### src/rtl/isr_pkg.sv
package isr_pkg;
  localparam int ADDR_W = 8;
  localparam int DATA_W = 8;
  localparam int FREQ_W = 24;
  localparam int STEP_W = 9;
  localparam int BASE_W = 9;
  localparam int RES_W  = 16;
  localparam int SETW_W = BASE_W + 2;
  localparam int CNT_W  = BASE_W + 2;

  localparam logic [7:0] A_CTRL_HI = 8'h80;
  localparam logic [7:0] A_CTRL_LO = 8'h81;
  localparam logic [7:0] A_START   = 8'h82;
  localparam logic [7:0] A_INC     = 8'h85;
  localparam logic [7:0] A_NUM     = 8'h88;
  localparam logic [7:0] A_SETTLE  = 8'h8A;
  localparam logic [7:0] A_STATUS  = 8'h8F;
  localparam logic [7:0] A_TEMP    = 8'h92;
  localparam logic [7:0] A_REAL    = 8'h94;
  localparam logic [7:0] A_IMAG    = 8'h96;

  typedef enum logic [3:0] {
    OP_INIT   = 4'h1,
    OP_START  = 4'h2,
    OP_STEP   = 4'h3,
    OP_REPEAT = 4'h4,
    OP_TEMP   = 4'h9,
    OP_PDOWN  = 4'hA,
    OP_STBY   = 4'hB
  } op_e;

  typedef enum logic {S_IDLE = 1'b0, S_SETTLE = 1'b1} phase_e;

  function automatic logic op_known(input logic [3:0] c);
    return c inside {OP_INIT, OP_START, OP_STEP, OP_REPEAT, OP_TEMP, OP_PDOWN, OP_STBY};
  endfunction
endpackage

### src/rtl/isr_regfile.sv
module isr_regfile
  import isr_pkg::*;
(
  input  logic              clk,
  input  logic              rst_n,
  input  logic [ADDR_W-1:0] addr,
  input  logic [DATA_W-1:0] wdata,
  input  logic              wr_en,
  output logic [7:0]        ctrl_hi,
  output logic [7:0]        ctrl_lo,
  output logic [FREQ_W-1:0] start_code,
  output logic [FREQ_W-1:0] inc_code,
  output logic [STEP_W-1:0] step_num,
  output logic [SETW_W-1:0] settle_word,
  output logic              cmd_valid,
  output logic [3:0]        cmd_code,
  output logic              soft_rst
);
  localparam int NB = FREQ_W / 8;

  logic [7:0]        ctrl_hi_n, ctrl_lo_n;
  logic [FREQ_W-1:0] start_n, inc_n;
  logic [STEP_W-1:0] num_n;
  logic [SETW_W-1:0] settle_n;

  assign cmd_code  = wdata[7:4];
  assign cmd_valid = wr_en && (addr == A_CTRL_HI) && op_known(wdata[7:4]);
  assign soft_rst  = wr_en && (addr == A_CTRL_LO) && wdata[4];

  always_comb begin
    ctrl_hi_n = ctrl_hi;
    ctrl_lo_n = ctrl_lo;
    start_n   = start_code;
    inc_n     = inc_code;
    num_n     = step_num;
    settle_n  = settle_word;
    if (wr_en) begin
      if (addr == A_CTRL_HI) ctrl_hi_n = wdata;
      if (addr == A_CTRL_LO) ctrl_lo_n = wdata & 8'hEF;
      for (int b = 0; b < NB; b++) begin
        if (addr == A_START + 8'(b)) start_n[8*(NB-1-b) +: 8] = wdata;
        if (addr == A_INC + 8'(b))   inc_n[8*(NB-1-b) +: 8]   = wdata;
      end
      if (addr == A_NUM)           num_n[STEP_W-1:8]    = wdata[STEP_W-9:0];
      if (addr == A_NUM + 8'd1)    num_n[7:0]           = wdata;
      if (addr == A_SETTLE)        settle_n[SETW_W-1:8] = wdata[SETW_W-9:0];
      if (addr == A_SETTLE + 8'd1) settle_n[7:0]        = wdata;
    end
  end

  always_ff @(posedge clk or negedge rst_n) begin
    if (!rst_n) begin
      ctrl_hi     <= '0;
      ctrl_lo     <= '0;
      start_code  <= '0;
      inc_code    <= '0;
      step_num    <= '0;
      settle_word <= '0;
    end else if (wr_en) begin
      ctrl_hi     <= ctrl_hi_n;
      ctrl_lo     <= ctrl_lo_n;
      start_code  <= start_n;
      inc_code    <= inc_n;
      step_num    <= num_n;
      settle_word <= settle_n;
    end
  end
endmodule

### src/rtl/isr_sweep.sv
module isr_sweep
  import isr_pkg::*;
(
  input  logic              clk,
  input  logic              rst_n,
  input  logic              cmd_valid,
  input  logic [3:0]        cmd_code,
  input  logic              soft_rst,
  input  logic              rd_clr,
  input  logic [FREQ_W-1:0] start_code,
  input  logic [FREQ_W-1:0] inc_code,
  input  logic [STEP_W-1:0] step_num,
  input  logic [SETW_W-1:0] settle_word,
  input  logic [RES_W-1:0]  res_real,
  input  logic [RES_W-1:0]  res_imag,
  input  logic [RES_W-1:0]  res_temp,
  output logic [FREQ_W-1:0] freq_code,
  output logic [2:0]        status,
  output logic [RES_W-1:0]  real_q,
  output logic [RES_W-1:0]  imag_q,
  output logic [RES_W-1:0]  temp_q,
  output logic              meas_done
);
  phase_e            ph_q, ph_n;
  logic [CNT_W-1:0]  cnt_q, cnt_n, eff;
  logic [STEP_W-1:0] steps_q, steps_n;
  logic [FREQ_W-1:0] acc_n;
  logic [2:0]        stat_n;
  logic [RES_W-1:0]  real_n, imag_n, temp_n;

  always_comb begin
    case (settle_word[SETW_W-1 -: 2])
      2'b01:   eff = CNT_W'(settle_word[BASE_W-1:0]) << 1;
      2'b11:   eff = CNT_W'(settle_word[BASE_W-1:0]) << 2;
      default: eff = CNT_W'(settle_word[BASE_W-1:0]);
    endcase
  end

  assign meas_done = (ph_q == S_SETTLE) && (cnt_q == '0) && !soft_rst && !cmd_valid;

  always_comb begin
    ph_n    = ph_q;
    cnt_n   = cnt_q;
    steps_n = steps_q;
    acc_n   = freq_code;
    stat_n  = status;
    real_n  = real_q;
    imag_n  = imag_q;
    temp_n  = temp_q;
    if (soft_rst) begin
      ph_n    = S_IDLE;
      acc_n   = '0;
      steps_n = '0;
      stat_n  = '0;
    end else if (cmd_valid) begin
      stat_n[1] = 1'b0;
      case (cmd_code)
        OP_INIT:   begin acc_n = start_code; steps_n = '0; stat_n[2] = 1'b0; ph_n = S_IDLE; end
        OP_START:  begin acc_n = start_code; steps_n = '0; stat_n[2] = 1'b0;
                         cnt_n = eff; ph_n = S_SETTLE; end
        OP_STEP:   begin acc_n = freq_code + inc_code;
                         if (steps_q != '1) steps_n = steps_q + 1'b1;
                         cnt_n = eff; ph_n = S_SETTLE; end
        OP_REPEAT: begin cnt_n = eff; ph_n = S_SETTLE; end
        OP_TEMP:   begin stat_n[0] = 1'b1; temp_n = res_temp; end
        default:   ph_n = S_IDLE;
      endcase
    end else begin
      if (rd_clr) stat_n[1] = 1'b0;
      if (ph_q == S_SETTLE) begin
        if (cnt_q == '0) begin
          stat_n[1] = 1'b1;
          stat_n[2] = (steps_q >= step_num);
          real_n    = res_real;
          imag_n    = res_imag;
          ph_n      = S_IDLE;
        end else begin
          cnt_n = cnt_q - 1'b1;
        end
      end
    end
  end

  always_ff @(posedge clk or negedge rst_n) begin
    if (!rst_n) begin
      ph_q      <= S_IDLE;
      cnt_q     <= '0;
      steps_q   <= '0;
      freq_code <= '0;
      status    <= '0;
      real_q    <= '0;
      imag_q    <= '0;
      temp_q    <= '0;
    end else begin
      ph_q      <= ph_n;
      cnt_q     <= cnt_n;
      steps_q   <= steps_n;
      freq_code <= acc_n;
      status    <= stat_n;
      real_q    <= real_n;
      imag_q    <= imag_n;
      temp_q    <= temp_n;
    end
  end
endmodule

### src/rtl/isr_readmux.sv
module isr_readmux
  import isr_pkg::*;
(
  input  logic [ADDR_W-1:0] addr,
  input  logic [7:0]        ctrl_hi,
  input  logic [7:0]        ctrl_lo,
  input  logic [FREQ_W-1:0] start_code,
  input  logic [FREQ_W-1:0] inc_code,
  input  logic [STEP_W-1:0] step_num,
  input  logic [SETW_W-1:0] settle_word,
  input  logic [2:0]        status,
  input  logic [RES_W-1:0]  real_q,
  input  logic [RES_W-1:0]  imag_q,
  input  logic [RES_W-1:0]  temp_q,
  output logic [DATA_W-1:0] rdata
);
  localparam int NB = FREQ_W / 8;

  always_comb begin
    rdata = '0;
    for (int b = 0; b < NB; b++) begin
      if (addr == A_START + 8'(b)) rdata = start_code[8*(NB-1-b) +: 8];
      if (addr == A_INC + 8'(b))   rdata = inc_code[8*(NB-1-b) +: 8];
    end
    case (addr)
      A_CTRL_HI:       rdata = ctrl_hi;
      A_CTRL_LO:       rdata = ctrl_lo;
      A_NUM:           rdata = 8'(step_num[STEP_W-1:8]);
      A_NUM + 8'd1:    rdata = step_num[7:0];
      A_SETTLE:        rdata = 8'(settle_word[SETW_W-1:8]);
      A_SETTLE + 8'd1: rdata = settle_word[7:0];
      A_STATUS:        rdata = {5'b0, status};
      A_TEMP:          rdata = temp_q[15:8];
      A_TEMP + 8'd1:   rdata = temp_q[7:0];
      A_REAL:          rdata = real_q[15:8];
      A_REAL + 8'd1:   rdata = real_q[7:0];
      A_IMAG:          rdata = imag_q[15:8];
      A_IMAG + 8'd1:   rdata = imag_q[7:0];
      default:         ;
    endcase
  end
endmodule

### src/rtl/imp_sweep_regs.sv
module imp_sweep_regs
  import isr_pkg::*;
(
  input  logic              clk,
  input  logic              rst_n,
  input  logic [ADDR_W-1:0] addr,
  input  logic [DATA_W-1:0] wdata,
  input  logic              wr_en,
  input  logic              rd_en,
  output logic [DATA_W-1:0] rdata,
  input  logic [RES_W-1:0]  res_real,
  input  logic [RES_W-1:0]  res_imag,
  input  logic [RES_W-1:0]  res_temp,
  output logic [FREQ_W-1:0] freq_code
);
  logic [7:0]        ctrl_hi, ctrl_lo;
  logic [FREQ_W-1:0] start_code, inc_code;
  logic [STEP_W-1:0] step_num;
  logic [SETW_W-1:0] settle_word;
  logic              cmd_valid, soft_rst, meas_done, rd_clr;
  logic [3:0]        cmd_code;
  logic [2:0]        status;
  logic [RES_W-1:0]  real_q, imag_q, temp_q;

  assign rd_clr = rd_en && (addr == A_REAL);

  isr_regfile u_regs (
    .clk(clk), .rst_n(rst_n), .addr(addr), .wdata(wdata), .wr_en(wr_en),
    .ctrl_hi(ctrl_hi), .ctrl_lo(ctrl_lo), .start_code(start_code),
    .inc_code(inc_code), .step_num(step_num), .settle_word(settle_word),
    .cmd_valid(cmd_valid), .cmd_code(cmd_code), .soft_rst(soft_rst)
  );

  isr_sweep u_sweep (
    .clk(clk), .rst_n(rst_n), .cmd_valid(cmd_valid), .cmd_code(cmd_code),
    .soft_rst(soft_rst), .rd_clr(rd_clr), .start_code(start_code),
    .inc_code(inc_code), .step_num(step_num), .settle_word(settle_word),
    .res_real(res_real), .res_imag(res_imag), .res_temp(res_temp),
    .freq_code(freq_code), .status(status), .real_q(real_q),
    .imag_q(imag_q), .temp_q(temp_q), .meas_done(meas_done)
  );

  isr_readmux u_rmux (
    .addr(addr), .ctrl_hi(ctrl_hi), .ctrl_lo(ctrl_lo), .start_code(start_code),
    .inc_code(inc_code), .step_num(step_num), .settle_word(settle_word),
    .status(status), .real_q(real_q), .imag_q(imag_q), .temp_q(temp_q),
    .rdata(rdata)
  );
endmodule

### config.mk
export PLATFORM = sky130hd
export DESIGN_NAME = imp_sweep_regs
export DESIGN_NICKNAME = d
export VERILOG_FILES = /design/src/rtl/isr_pkg.sv /design/src/rtl/isr_regfile.sv /design/src/rtl/isr_sweep.sv /design/src/rtl/isr_readmux.sv /design/src/rtl/imp_sweep_regs.sv
export SDC_FILE = /design/constraint.sdc
export NUM_CORES = 1
export LEC_CHECK = 0
export ABC_AREA = 0
export BUFFER_PORTS_ARGS = -buffer_cell sky130_fd_sc_hd__buf_4
export CORE_ASPECT_RATIO = 0.6
export CORE_MARGIN = 8
export CORE_UTILIZATION = 56
export DETAILED_ROUTE_END_ITERATION = 10
export PLACE_DENSITY = 0.74
export SETUP_SLACK_MARGIN = 0.2
export SKIP_LAST_GASP = 1
export SYNTH_ARGS = -nofsm -noshare
export SYNTH_HDL_FRONTEND = slang
export SYNTH_SLANG_ARGS = --single-unit
### constraint.sdc
create_clock -name clk -period 5.4 [get_ports clk]
set_input_delay 0.27 -clock clk [delete_from_list [all_inputs] [get_ports clk]]
set_output_delay 0.27 -clock clk [all_outputs]
set_load 0.1 [all_outputs]
== After elaboration in Yosys (flattened, before gate mapping) ==
Cells that the tools add are included.
Widths: inputs -> output; s select.

* Word-level logic and storage cells: 128
* Output and inout port bits: 32
* Input bits: 68
* Register bits after elaboration: 179

* Equal/unequal tests: 34
* Reductions and logical operators: 34
* $lt $le $gt $ge: 1
* Bitwise gates (word level): 2
* Multiplexer cells: 32
* $add $sub $neg: 3

{| class="wikitable"
|+ Operators with widths
! cell !! number
|-
| $eq 8x8->1 const B || 19
|-
| $pmux 8 s13 || 1
|-
| $mux 24 || 2
|-
| $mux 8 || 6
|-
| $pmux 24 s2 || 1
|-
| $mux 11 || 4
|-
| $reduce_and 2->1 || 14
|-
| $mux 9 || 3
|-
| $add 24x24->24 || 1
|-
| $pmux 11 s2 || 1
|-
| $pmux 9 s2 || 1
|-
| $eq 4x4->1 const B || 3
|-
| $logic_not 11->1 || 1
|-
| $sub 11x1->11 const B || 1
|-
| $add 9x1->9 const B || 1
|-
| $ge 9x9->1 || 1
|-
| $ne 9x9->1 const B || 1
|-
| $reduce_and 3->1 || 3
|-
| $reduce_bool 3->1 || 3
|-
| $eq 4x2->1 const B || 2
|-
| $mux 1 || 8
|-
| $reduce_and 4->1 || 2
|-
| $reduce_bool 7->1 || 1
|-
| $mux 2 || 3
|-
| other kinds (14) || 23
|}

== Logic depth before layout (Yosys ltp) ==
Gate-level depths: netlist (run 1).

* Word-level depth: 8
* Depth in mapped cells: 10
* Mapped depth without buffers: 10

== Cells and area by module ==
From an unflattened synthesis (run 1), not the netlist that was laid out.

* Cells, all modules: 1019
* Area total of the unflattened synthesis: 10840.4 µm²

{| class="wikitable"
|+ By module, submodules not included
! module !! seq. area each (µm²) !! area each (µm²) !! cells an instance !! times used
|-
| isr_sweep || 2402.3 || 5848.1 || 584 || 1
|-
| isr_regfile || 2077.0 || 3369.5 || 211 || 1
|-
| isr_readmux || 0.0 || 1596.5 || 221 || 1
|-
| imp_sweep_regs || 0.0 || 26.3 || 3 || 1
|}

== Worst setup path before layout (run 1) ==
No wires, ideal clock.

* Path type: input to output
* From: input addr[5]
* To: output rdata[4]
* Buffers on the path: 1
* Data required time: 5130 ps
* Stages: 5
* Path slack: 1974 ps
* Arrival time: 3156 ps
* Path through: or4b_1 -> buf_2 -> nor4_1 -> nand2_1 -> o2111ai_1

* Word-level cells in the longest chain between the ends: 8
* Elaborated cells on any way between the ends: 26
* Those cells by class: 19 x eq/ne; 7 x mux

{| class="wikitable"
|+ Ends and longest elaborated chain
! item !! RTL line !! text
|-
| start: declaration || imp_sweep_regs.sv:6 || <nowiki>input logic [ADDR_W-1:0] addr,</nowiki>
|-
| $eq 8x8->1 || isr_readmux.sv:22 || <nowiki>if (addr == A_START + 8'(b)) rdata = start_code[8*(NB-1-b) +: 8];</nowiki>
|-
| $mux 8 || isr_readmux.sv:22 ||
|-
| $mux 8 || isr_readmux.sv:23 || <nowiki>if (addr == A_INC + 8'(b)) rdata = inc_code[8*(NB-1-b) +: 8];</nowiki>
|-
| $mux 8 || isr_readmux.sv:22 ||
|-
| $mux 8 || isr_readmux.sv:23 ||
|-
| $mux 8 || isr_readmux.sv:22 ||
|-
| $mux 8 || isr_readmux.sv:23 ||
|-
| $pmux 8 s13 (*) || isr_readmux.sv:25 || <nowiki>case (addr)</nowiki>
|-
| end: declaration || imp_sweep_regs.sv:10 || <nowiki>output logic [DATA_W-1:0] rdata,</nowiki>
|}

Mark *: on every way between the ends. The rest lies on a longest branch, timed or not.

== Worst setup path after layout (run 1) ==
* From: register u_regs.inc_code[0]
* To: register u_sweep.freq_code[14]

* Word-level cells in the longest chain between the ends: 4

{| class="wikitable"
|+ Ends and longest elaborated chain
! item !! RTL line !! text
|-
| start: declaration || isr_regfile.sv:12 || <nowiki>output logic [FREQ_W-1:0] inc_code,</nowiki>
|-
| start signal: assignment || isr_regfile.sv:63 || <nowiki>inc_code <= inc_n;</nowiki>
|-
| $add 24x24->24 || isr_sweep.sv:61 || <nowiki>OP_STEP: begin acc_n = freq_code + inc_code;</nowiki>
|-
| $pmux 24 s2 || isr_sweep.sv:57 || <nowiki>case (cmd_code)</nowiki>
|-
| $mux 24 || isr_sweep.sv:55 || <nowiki>end else if (cmd_valid) begin</nowiki>
|-
| $mux 24 || isr_sweep.sv:50 || <nowiki>if (soft_rst) begin</nowiki>
|-
| end signal: assignment || isr_sweep.sv:98 || <nowiki>freq_code <= acc_n;</nowiki>
|-
| end: declaration || isr_sweep.sv:17 || <nowiki>output logic [FREQ_W-1:0] freq_code,</nowiki>
|}

No other way between the ends. The select of a mux whose other input is x is not followed.
A chain may end at the register's enable or synchronous reset.

==> run_results.csv, run 1 <==
group,metric,value,unit
worst_setup_path,cp_data_required_time,5.72,ns
sta,worst_pin_slew,1.12,ns
final_layout,layout.cells.most_common,"sky130_fd_sc_hd__dfrtp_1",
sta,max_clock_freq,311,MHz
placement,post-dp-hpwl,22300,um
logic_synthesis,synth_nets,1101,
logic_synthesis,post_synthesis_instance_total,997,
logic_synthesis,seq_total_area_yosys,0.438,
logic_synthesis,synth-adder-area-share,0.0448,
logic_synthesis,synth_enable_flop_cells,0,
placement,gp_congestion,1.07,
worst_setup_path,timing.critical_path.fanout_max,5,
final_layout,finalNonFillerCells,1317,
sta,fin_skew,0.0102,ns
worst_setup_path,worst_ep_arrival_time,3.53,ns
logic_synthesis,synth-simple-area-share,0.120,
final_layout,nets,1170,
grt,grt_usage,0.267,
final_layout,antenna-diode-count,0,
clock_tree,clkLatencyLatePin,0.44,ns
logic_synthesis,synth.avg_cell_area,10.3,um^2
sta,timing_max_transition_violations_final,0,
grt,wire_length_of_the_first_global_routing_pass,47700,um
worst_setup_path,worst-r2r-setup-slack,2.18,ns
worst_setup_path,rr_startpoint,"u_regs.inc_code[0]",
floorplan,floorplan.initialDensity,0.569,
logic_synthesis,synth-main-ff-cell,"sky130_fd_sc_hd__dfrtp_1",
min_path,min_from,"res_temp[12]",
sta,rsz_0062_raised_after_global_routing,"no",
min_path,hold_path_class,"input port to register",
floorplan,die_area,0.0230,mm^2
worst_setup_path,critical_path_class,"register to register",
power,total_power,3050,uW
floorplan,floorplan.io_pins,100,
power,power.density_cell_area,262,mW/mm^2
sta,final.period_utilization,0.596,
sta,setup_tns,0,ns
logic_synthesis,largest_family_of_logic_cells_by_synthesized_area,"multiplexers",
min_path,hold_path_end,"u_sweep.temp_q[12]",
route,drt_first_pass_iters,5,
logic_synthesis,ys_seq_elements,179,
power,leakagePower,0.00556,uW
min_path,holdPathStages,2,
sta,report.final.hold_viol_count,0,
route,drt-wirelength-per-cell,23.1,um
clock_tree,tritoncts.num_buffers,17,
sta,setup_viol_count_final,0,
logic_synthesis,async_reset_ff_frac,1.00,
clock_tree,clk_pin_slew_worst_paths,0.07,ns
worst_setup_path,reg2reg_depth,10,
grt,first_global_vias,8182,
logic_synthesis,synth-compound-area-share,0.163,
logic_synthesis,synth_xor_xnor_area_share,0.0206,
placement,count_of_input_and_output_buffers,99,
sta,slew-limit-headroom,0.250,
final_layout,post_route_cells_drive_above_1_share,0.261,
clock_tree,tritoncts_clock_tree,"built",
route,totalWireLength,30400,um
sta,postLayoutSetupSlackWorst,2.18,ns
route,drc,0,
logic_synthesis,muxShareOfSynthArea,0.181,
grt,grt_start_max_net_pins,68,
sta,final.hold.worst_slack,0.0548,ns
floorplan,row_count,38,
logic_synthesis,synth_warnings,0,
route,first_iter_violations,1088,
worst_setup_path,r2r_path_end,"u_sweep.freq_code[14]",
route,vias_per_cell,6.44,
clock_tree,cts.sink_count,179,
route,via_count,8486,
grt,global_route.overflow_total,0,
power,vdd.ir_drop.worst,0.217,mV
worst_setup_path,setup.worst_path.end_class,"register",
placement,detailedPlace.worstSlack,1.95,ns
floorplan,die_height,121,um
logic_synthesis,syn_area,0.0102,mm^2
run,timing.max_cap.violations,0,
floorplan,floorplan.core_area,0.0180,mm^2
final_layout,most-common-layout-cells,"sky130_fd_sc_hd__dfrtp_1, sky130_fd_sc_hd__mux2_2, sky130_fd_sc_hd__buf_4",
final_layout,areaGrowthSynthToFinish,14.0,%
grt,antenna_found_initial,0,
clock_tree,post_cts_resize_count,0,
floorplan,fp.dieW,190,um
clock_tree,cts_htree_levels,4,
route,route.antenna.remaining_nets,0,
placement,placed_cells_incl_taps,1286,
status,status,"finished, final reports clean",
worst_setup_path,crit_path_start_kind,"register",
logic_synthesis,synthDistinctLibCells,64,
clock_tree,cts_root_buffer,"sky130_fd_sc_hd__clkbuf_16",
clock_tree,clock_tree.buffer_depth,2,
sta,period_needed,3.22,ns
## power by group
| part | switching (uW) | internal [uW] | total, uW |
|---|---|---|---|
| Combinational | 196 | 140 | 336 |
| Clock | 553 | 684 | 1240 |
| Sequential | 75.6 | 1400 | 1480 |
| Total | 825 | 2230 | 3050 |
## worst max path at each step
stage / slack (ns) / startpoint / end / depth (start not counted)
3_3_place_gp: 2.06 / addr[4] / u_sweep.cnt_q[3] / 8
3_5_place_dp: 1.95 / addr[4] / u_sweep.cnt_q[6] / 8
4_1_cts: 2.33 / u_regs.inc_code[0] / u_sweep.freq_code[14] / 10
2_1_floorplan: 1.97 / addr[5] / rdata[4] / 5
6_report: 2.18 / u_regs.inc_code[0] / u_sweep.freq_code[14] / 10
5_1_grt: 2.10 / u_regs.inc_code[0] / u_sweep.freq_code[22] / 10
## metal layers
metal,routed length (um),track usage,share of wire
met5,38,0.0192,0.0013
met2,11800,0.346,0.39
met1,14300,0.407,0.47
met4,297,0.0579,0.0098
met3,3960,0.104,0.13
## registers in the layout, summed over array words and instances, names as in the netlist
| signal | count |
|---|---|
| u_regs.step_num | 9 |
| u_regs.settle_word | 11 |
| u_regs.ctrl_hi | 8 |
| u_sweep.cnt_q | 11 |
| u_regs.start_code | 24 |
| u_sweep.steps_q | 9 |
| u_sweep.temp_q | 16 |
| u_sweep.real_q | 16 |
| u_sweep.status | 3 |
| u_sweep.ph_q | 1 |
| u_regs.inc_code | 24 |
| u_regs.ctrl_lo | 7 |
| u_sweep.imag_q | 16 |
| u_sweep.freq_code | 24 |
## Yosys cell counts (3+ instances only)
cell type | instances | share of area
sky130_fd_sc_hd__a211oi_1 | 6 | 0.0044
sky130_fd_sc_hd__a21o_1 | 10 | 0.0073
sky130_fd_sc_hd__a21oi_1 | 57 | 0.028
sky130_fd_sc_hd__a22o_1 | 4 | 0.0034
sky130_fd_sc_hd__a22oi_1 | 17 | 0.012
sky130_fd_sc_hd__a31oi_1 | 7 | 0.0043
sky130_fd_sc_hd__a32oi_1 | 9 | 0.0077
sky130_fd_sc_hd__and2_1 | 9 | 0.0055
sky130_fd_sc_hd__and3_1 | 10 | 0.0061
sky130_fd_sc_hd__buf_1 | 4 | 0.0015
sky130_fd_sc_hd__buf_2 | 8 | 0.0039
sky130_fd_sc_hd__clkbuf_1 | 43 | 0.016
sky130_fd_sc_hd__dfrtp_1 | 179 | 0.44
sky130_fd_sc_hd__ha_1 | 35 | 0.043
sky130_fd_sc_hd__inv_1 | 25 | 0.0092
sky130_fd_sc_hd__mux2_2 | 122 | 0.13
sky130_fd_sc_hd__mux2_4 | 8 | 0.012
sky130_fd_sc_hd__mux2i_1 | 22 | 0.022
sky130_fd_sc_hd__mux4_2 | 6 | 0.013
sky130_fd_sc_hd__nand2_1 | 77 | 0.028
sky130_fd_sc_hd__nand2b_1 | 5 | 0.0031
sky130_fd_sc_hd__nand3_1 | 29 | 0.014
sky130_fd_sc_hd__nand4_1 | 20 | 0.012
sky130_fd_sc_hd__nor2_1 | 56 | 0.021
sky130_fd_sc_hd__nor2b_1 | 7 | 0.0043
sky130_fd_sc_hd__nor3_1 | 14 | 0.0069
sky130_fd_sc_hd__nor3b_1 | 6 | 0.0044
sky130_fd_sc_hd__o2111ai_1 | 5 | 0.0043
sky130_fd_sc_hd__o211ai_1 | 14 | 0.010
sky130_fd_sc_hd__o21a_1 | 6 | 0.0044
sky130_fd_sc_hd__o21ai_0 | 89 | 0.044
sky130_fd_sc_hd__o21bai_1 | 3 | 0.0022
sky130_fd_sc_hd__o22ai_1 | 18 | 0.011
sky130_fd_sc_hd__o31ai_1 | 4 | 0.0029
sky130_fd_sc_hd__or2_2 | 3 | 0.0018
sky130_fd_sc_hd__or3_1 | 3 | 0.0018
sky130_fd_sc_hd__xnor2_1 | 10 | 0.0086
sky130_fd_sc_hd__xor2_1 | 14 | 0.012
## final cells by class
cell class	count	area (um^2)
Fill cell	1461	6310
Multi-Input combinational cell	734	5410
Sequential cell	179	4480
Timing Repair Buffer	107	810
Clock buffer	19	433
Tap cell	240	300
Clock inverter	11	129
Inverter	27	101
## stage by stage
| step | cell area, um^2 | util |
|---|---|---|
| finish | 11700 | 0.649 |
| global route | 11700 | 0.649 |
| CTS | 11700 | 0.649 |
| detailed placement | 11100 | 0.617 |
| global placement | 11100 | 0.617 |
| floorplan | 10200 | - |
## what timing repair did
action / 4_1_cts / 5_1_grt
buffers inserted: 0 / 0
endpoints found under the setup margin: 0 / 0
endpoints found under the hold margin: 65 / 0
hold buffers: 1 / 0
## worst max-delay path, cell delays in order, from the launching register on
cell	delay, ns
sky130_fd_sc_hd__dfrtp_1	0.42
sky130_fd_sc_hd__ha_1	0.24
sky130_fd_sc_hd__inv_1	0.07
sky130_fd_sc_hd__fa_1	0.38
sky130_fd_sc_hd__nor2b_1	0.21
sky130_fd_sc_hd__o31ai_1	0.15
sky130_fd_sc_hd__a21boi_0	0.58
sky130_fd_sc_hd__nor2_1	0.18
sky130_fd_sc_hd__o311a_1	0.46
sky130_fd_sc_hd__a222oi_1	0.30
sky130_fd_sc_hd__nand2_1	0.10
## cells by family (layout without fill, tap and decap cells)
group / Yosys count / count (layout)
flip-flops: 179 / 179
multiplexers: 158 / 158
adder cells (fa/ha/maj): 36 / 36
XOR/XNOR: 24 / 24
buffers and inverters: 84 / 164
AND/OR/NAND/NOR: 249 / 249
AO/OA/AOI/OAI: 267 / 267
(Power assumes the default switching activity.)
==> run 2: changes to the inputs <==
- CORE_UTILIZATION: 56 -> 54
- PLACE_DENSITY: 0.74 -> 0.75
- clock period: 5.4 -> 2.9 ns (I/O delays scaled with it)
==> run 2 against run 1 <==
Compared with the run above: die area grew 3.3%; utilization is 1.9 points higher; sequential share of layout area shrank 2.6 points; sequential cell count unchanged; first-iteration DRC count fell by 18%; global-route usage grew 0.98 points; critical path type is now input port to output pin.
==> run_results.csv, run 2 (same netlist as run 1, synthesis figures left out) <==
group,metric,value,unit
status,status,"finished, final reports clean",
final_layout,antenna-diode-count,0,
floorplan,die_height,123,um
final_layout,layout_top_registers,"u_regs.inc_code (24), u_regs.start_code (24), u_sweep.freq_code (24)",
worst_setup_path,rr_startpoint,"u_sweep.freq_code[0]",
clock_tree,clock_tree.buffer_depth,2,
floorplan,fp.dieW,194,um
grt,first_global_vias,8605,
route,totalWireLength,32600,um
route,detail_route.wirelength.met1,14800,um
worst_setup_path,crit_start,"addr[4]",
placement,placement.cell_area,0.0114,mm^2
worst_setup_path,worst-r2r-setup-slack,0.26,ns
floorplan,floorplan.core_area,0.0188,mm^2
sta,final.period_utilization,0.919,
worst_setup_path,critPathMaxStageDelay,0.69,ns
route,drt_first_pass_iters,7,
route,vias_per_cell,6.29,
sta,worst_pin_slew,0.715,ns
placement,placed_cells_incl_taps,1318,
clock_tree,tritoncts.num_buffers,17,
clock_tree,clkLatencyLatePin,0.44,ns
run,timing.max_cap.violations,0,
sta,timing_max_transition_violations_final,0,
min_path,hold_path_class,"input port to register",
sta,rsz_0062_raised_after_global_routing,"yes",
floorplan,die_area,0.0237,mm^2
final_layout,design_area,0.0126,mm^2
worst_setup_path,cp_data_required_time,2.76,ns
floorplan,row_count,39,
placement,post-dp-hpwl,23100,um
power,leakagePower,0.00596,uW
power,vdd.ir_drop.worst,0.433,mV
final_layout,post_route_cells_drive_above_1_share,0.288,
grt,grt_usage,0.277,
sta,max_clock_freq,375,MHz
grt,antenna_found_initial,1,
final_layout,finalNonFillerCells,1404,
placement,count_of_input_and_output_buffers,99,
sta,setup_viol_count_final,0,
route,met2WireLength,13200,um
power,total_power,5890,uW
route,routed-wl-met3,4130,um
clock_tree,cts_htree_levels,4,
final_layout,most-common-layout-cells,"sky130_fd_sc_hd__dfrtp_1, sky130_fd_sc_hd__buf_4, sky130_fd_sc_hd__mux2_2",
sta,period_needed,2.67,ns
worst_setup_path,reg2reg_depth,11,
worst_setup_path,worstSetupPathDepth,8,
worst_setup_path,critical_path_class,"input port to output pin",
grt,wire_length_of_the_first_global_routing_pass,51100,um
worst_setup_path,worst_ep_arrival_time,2.52,ns
clock_tree,cts_root_buffer,"sky130_fd_sc_hd__clkbuf_16",
worst_setup_path,cpLargestDelayFamily,"simple AND/OR/NAND/NOR gates",
floorplan,floorplan.io_pins,100,
worst_setup_path,crit_path_start_kind,"input port",
clock_tree,tritoncts_clock_tree,"built",
worst_setup_path,count_of_buffer_and_inverter_cells_on_the_critical_path,2,
route,first_iter_violations,893,
final_layout,nets,1249,
route,via_count,8830,
sta,setup_tns,0,ns
worst_setup_path,r2r_path_end,"u_sweep.freq_code[14]",
worst_setup_path,timing.critical_path.fanout_max,8,
final_layout,layout.cells.most_common,"sky130_fd_sc_hd__dfrtp_1",
grt,global_route.overflow_total,0,
worst_setup_path,worst_setup_path_endpoint,"rdata[3]",
power,power.density_cell_area,469,mW/mm^2
worst_setup_path,setup.worst_path.end_class,"output pin",
sta,slew-limit-headroom,0.523,
grt,grt_start_max_net_pins,77,
route,drc,0,
final_layout,nFillCells,1432,
clock_tree,clk_pin_slew_worst_paths,0.06,ns
floorplan,floorplan.initialDensity,0.544,
clock_tree,cts.sink_count,179,
route,route.top_layer_used,"met4",
route,route.antenna.remaining_nets,0,
worst_setup_path,critical_path_cell_by_cell,"buf_4 -> or4b_1 -> nor3_4 -> nand2_1 -> o22ai_1 -> o211ai_1 -> o2111ai_2 -> buf_6",
sta,fin_skew,0.00968,ns
placement,gp_congestion,0.986,
sta,report.final.hold_viol_count,0,
final_layout,areaGrowthSynthToFinish,22.7,%
worst_setup_path,crit_path_top_delay_cell,"sky130_fd_sc_hd__or4b_1",
route,drt-wirelength-per-cell,23.2,um
## run 2: cell count changes in the layout (fill, tap and decap cells not counted), moves of 3 or more
cell / previous run / this run
sky130_fd_sc_hd__o2111ai_2: 0 / 3
sky130_fd_sc_hd__dlygate4sd3_1: 1 / 49
sky130_fd_sc_hd__dfrtp_2: 0 / 4
sky130_fd_sc_hd__buf_4: 105 / 132
sky130_fd_sc_hd__o2111ai_1: 5 / 2
sky130_fd_sc_hd__buf_12: 0 / 3
sky130_fd_sc_hd__dfrtp_1: 179 / 174
## run 2: cell type report
| cell class | count | area (um^2) | area share |
|---|---|---|---|
| clock buffer | 20 | 457 | 0.0364 |
| clock inverter | 12 | 145 | 0.0116 |
| inverter | 27 | 101 | 0.00807 |
| multi-input combinational | 734 | 5490 | 0.437 |
| sequential | 179 | 4490 | 0.358 |
| tap | 246 | 308 | 0.0245 |
| timing repair buffer | 186 | 1560 | 0.125 |
## run 2: how the worst min path moves through the flow
stage                     startpoint  cells after the start  slack, ns                    to
after floorplan                rst_n                      0      -0.15     u_regs.ctrl_hi[0]
after detailed placement       rst_n                      1       0.20  u_sweep.freq_code[6]
after CTS                   wdata[4]                      3       0.04    u_regs.step_num[4]
after global routing        wdata[4]                      3       0.07    u_regs.step_num[4]
final                       wdata[4]                      3       0.06    u_regs.step_num[4]
after global placement         rst_n                      1       0.19  u_sweep.freq_code[7]
## run 2: what timing repair did
action,4_1_cts,5_1_grt
gates resized for setup,2,12
pin swaps,1,6
setup endpoints to repair,5,13
hold buffers,49,0
buffers inserted,2,3
hold endpoints to repair,110,0
## run 2: metrics by stage
stage	util	setup slack [ns]	hold WS (ns)
floorplan	-	0.115	-0.151
global placement	0.605	0.108	0.190
detailed placement	0.605	0.0888	0.195
CTS	0.664	0.211	0.0373
global route	0.668	0.141	0.0744
finish	0.668	0.234	0.0629
## run 2: power breakdown
| group | internal [uW] | switching, uW |
|---|---|---|
| combinational | 320 | 394 |
| sequential | 2620 | 148 |
| clock | 1340 | 1080 |
| total | 4270 | 1620 |
## run 2: routing by layer
metal  vias to the layer above  GRT usage
met5                         -     0.0234
met4                         0     0.0656
met3                        41     0.0991
met2                       487      0.384
met1                      4319      0.404
li1                       3983          -
## run 2: tightest hold or removal path: stages
cell and delay, ns:
sky130_fd_sc_hd__buf_4 0.18, sky130_fd_sc_hd__nand2_1 0.06, sky130_fd_sc_hd__o21ai_0 0.06
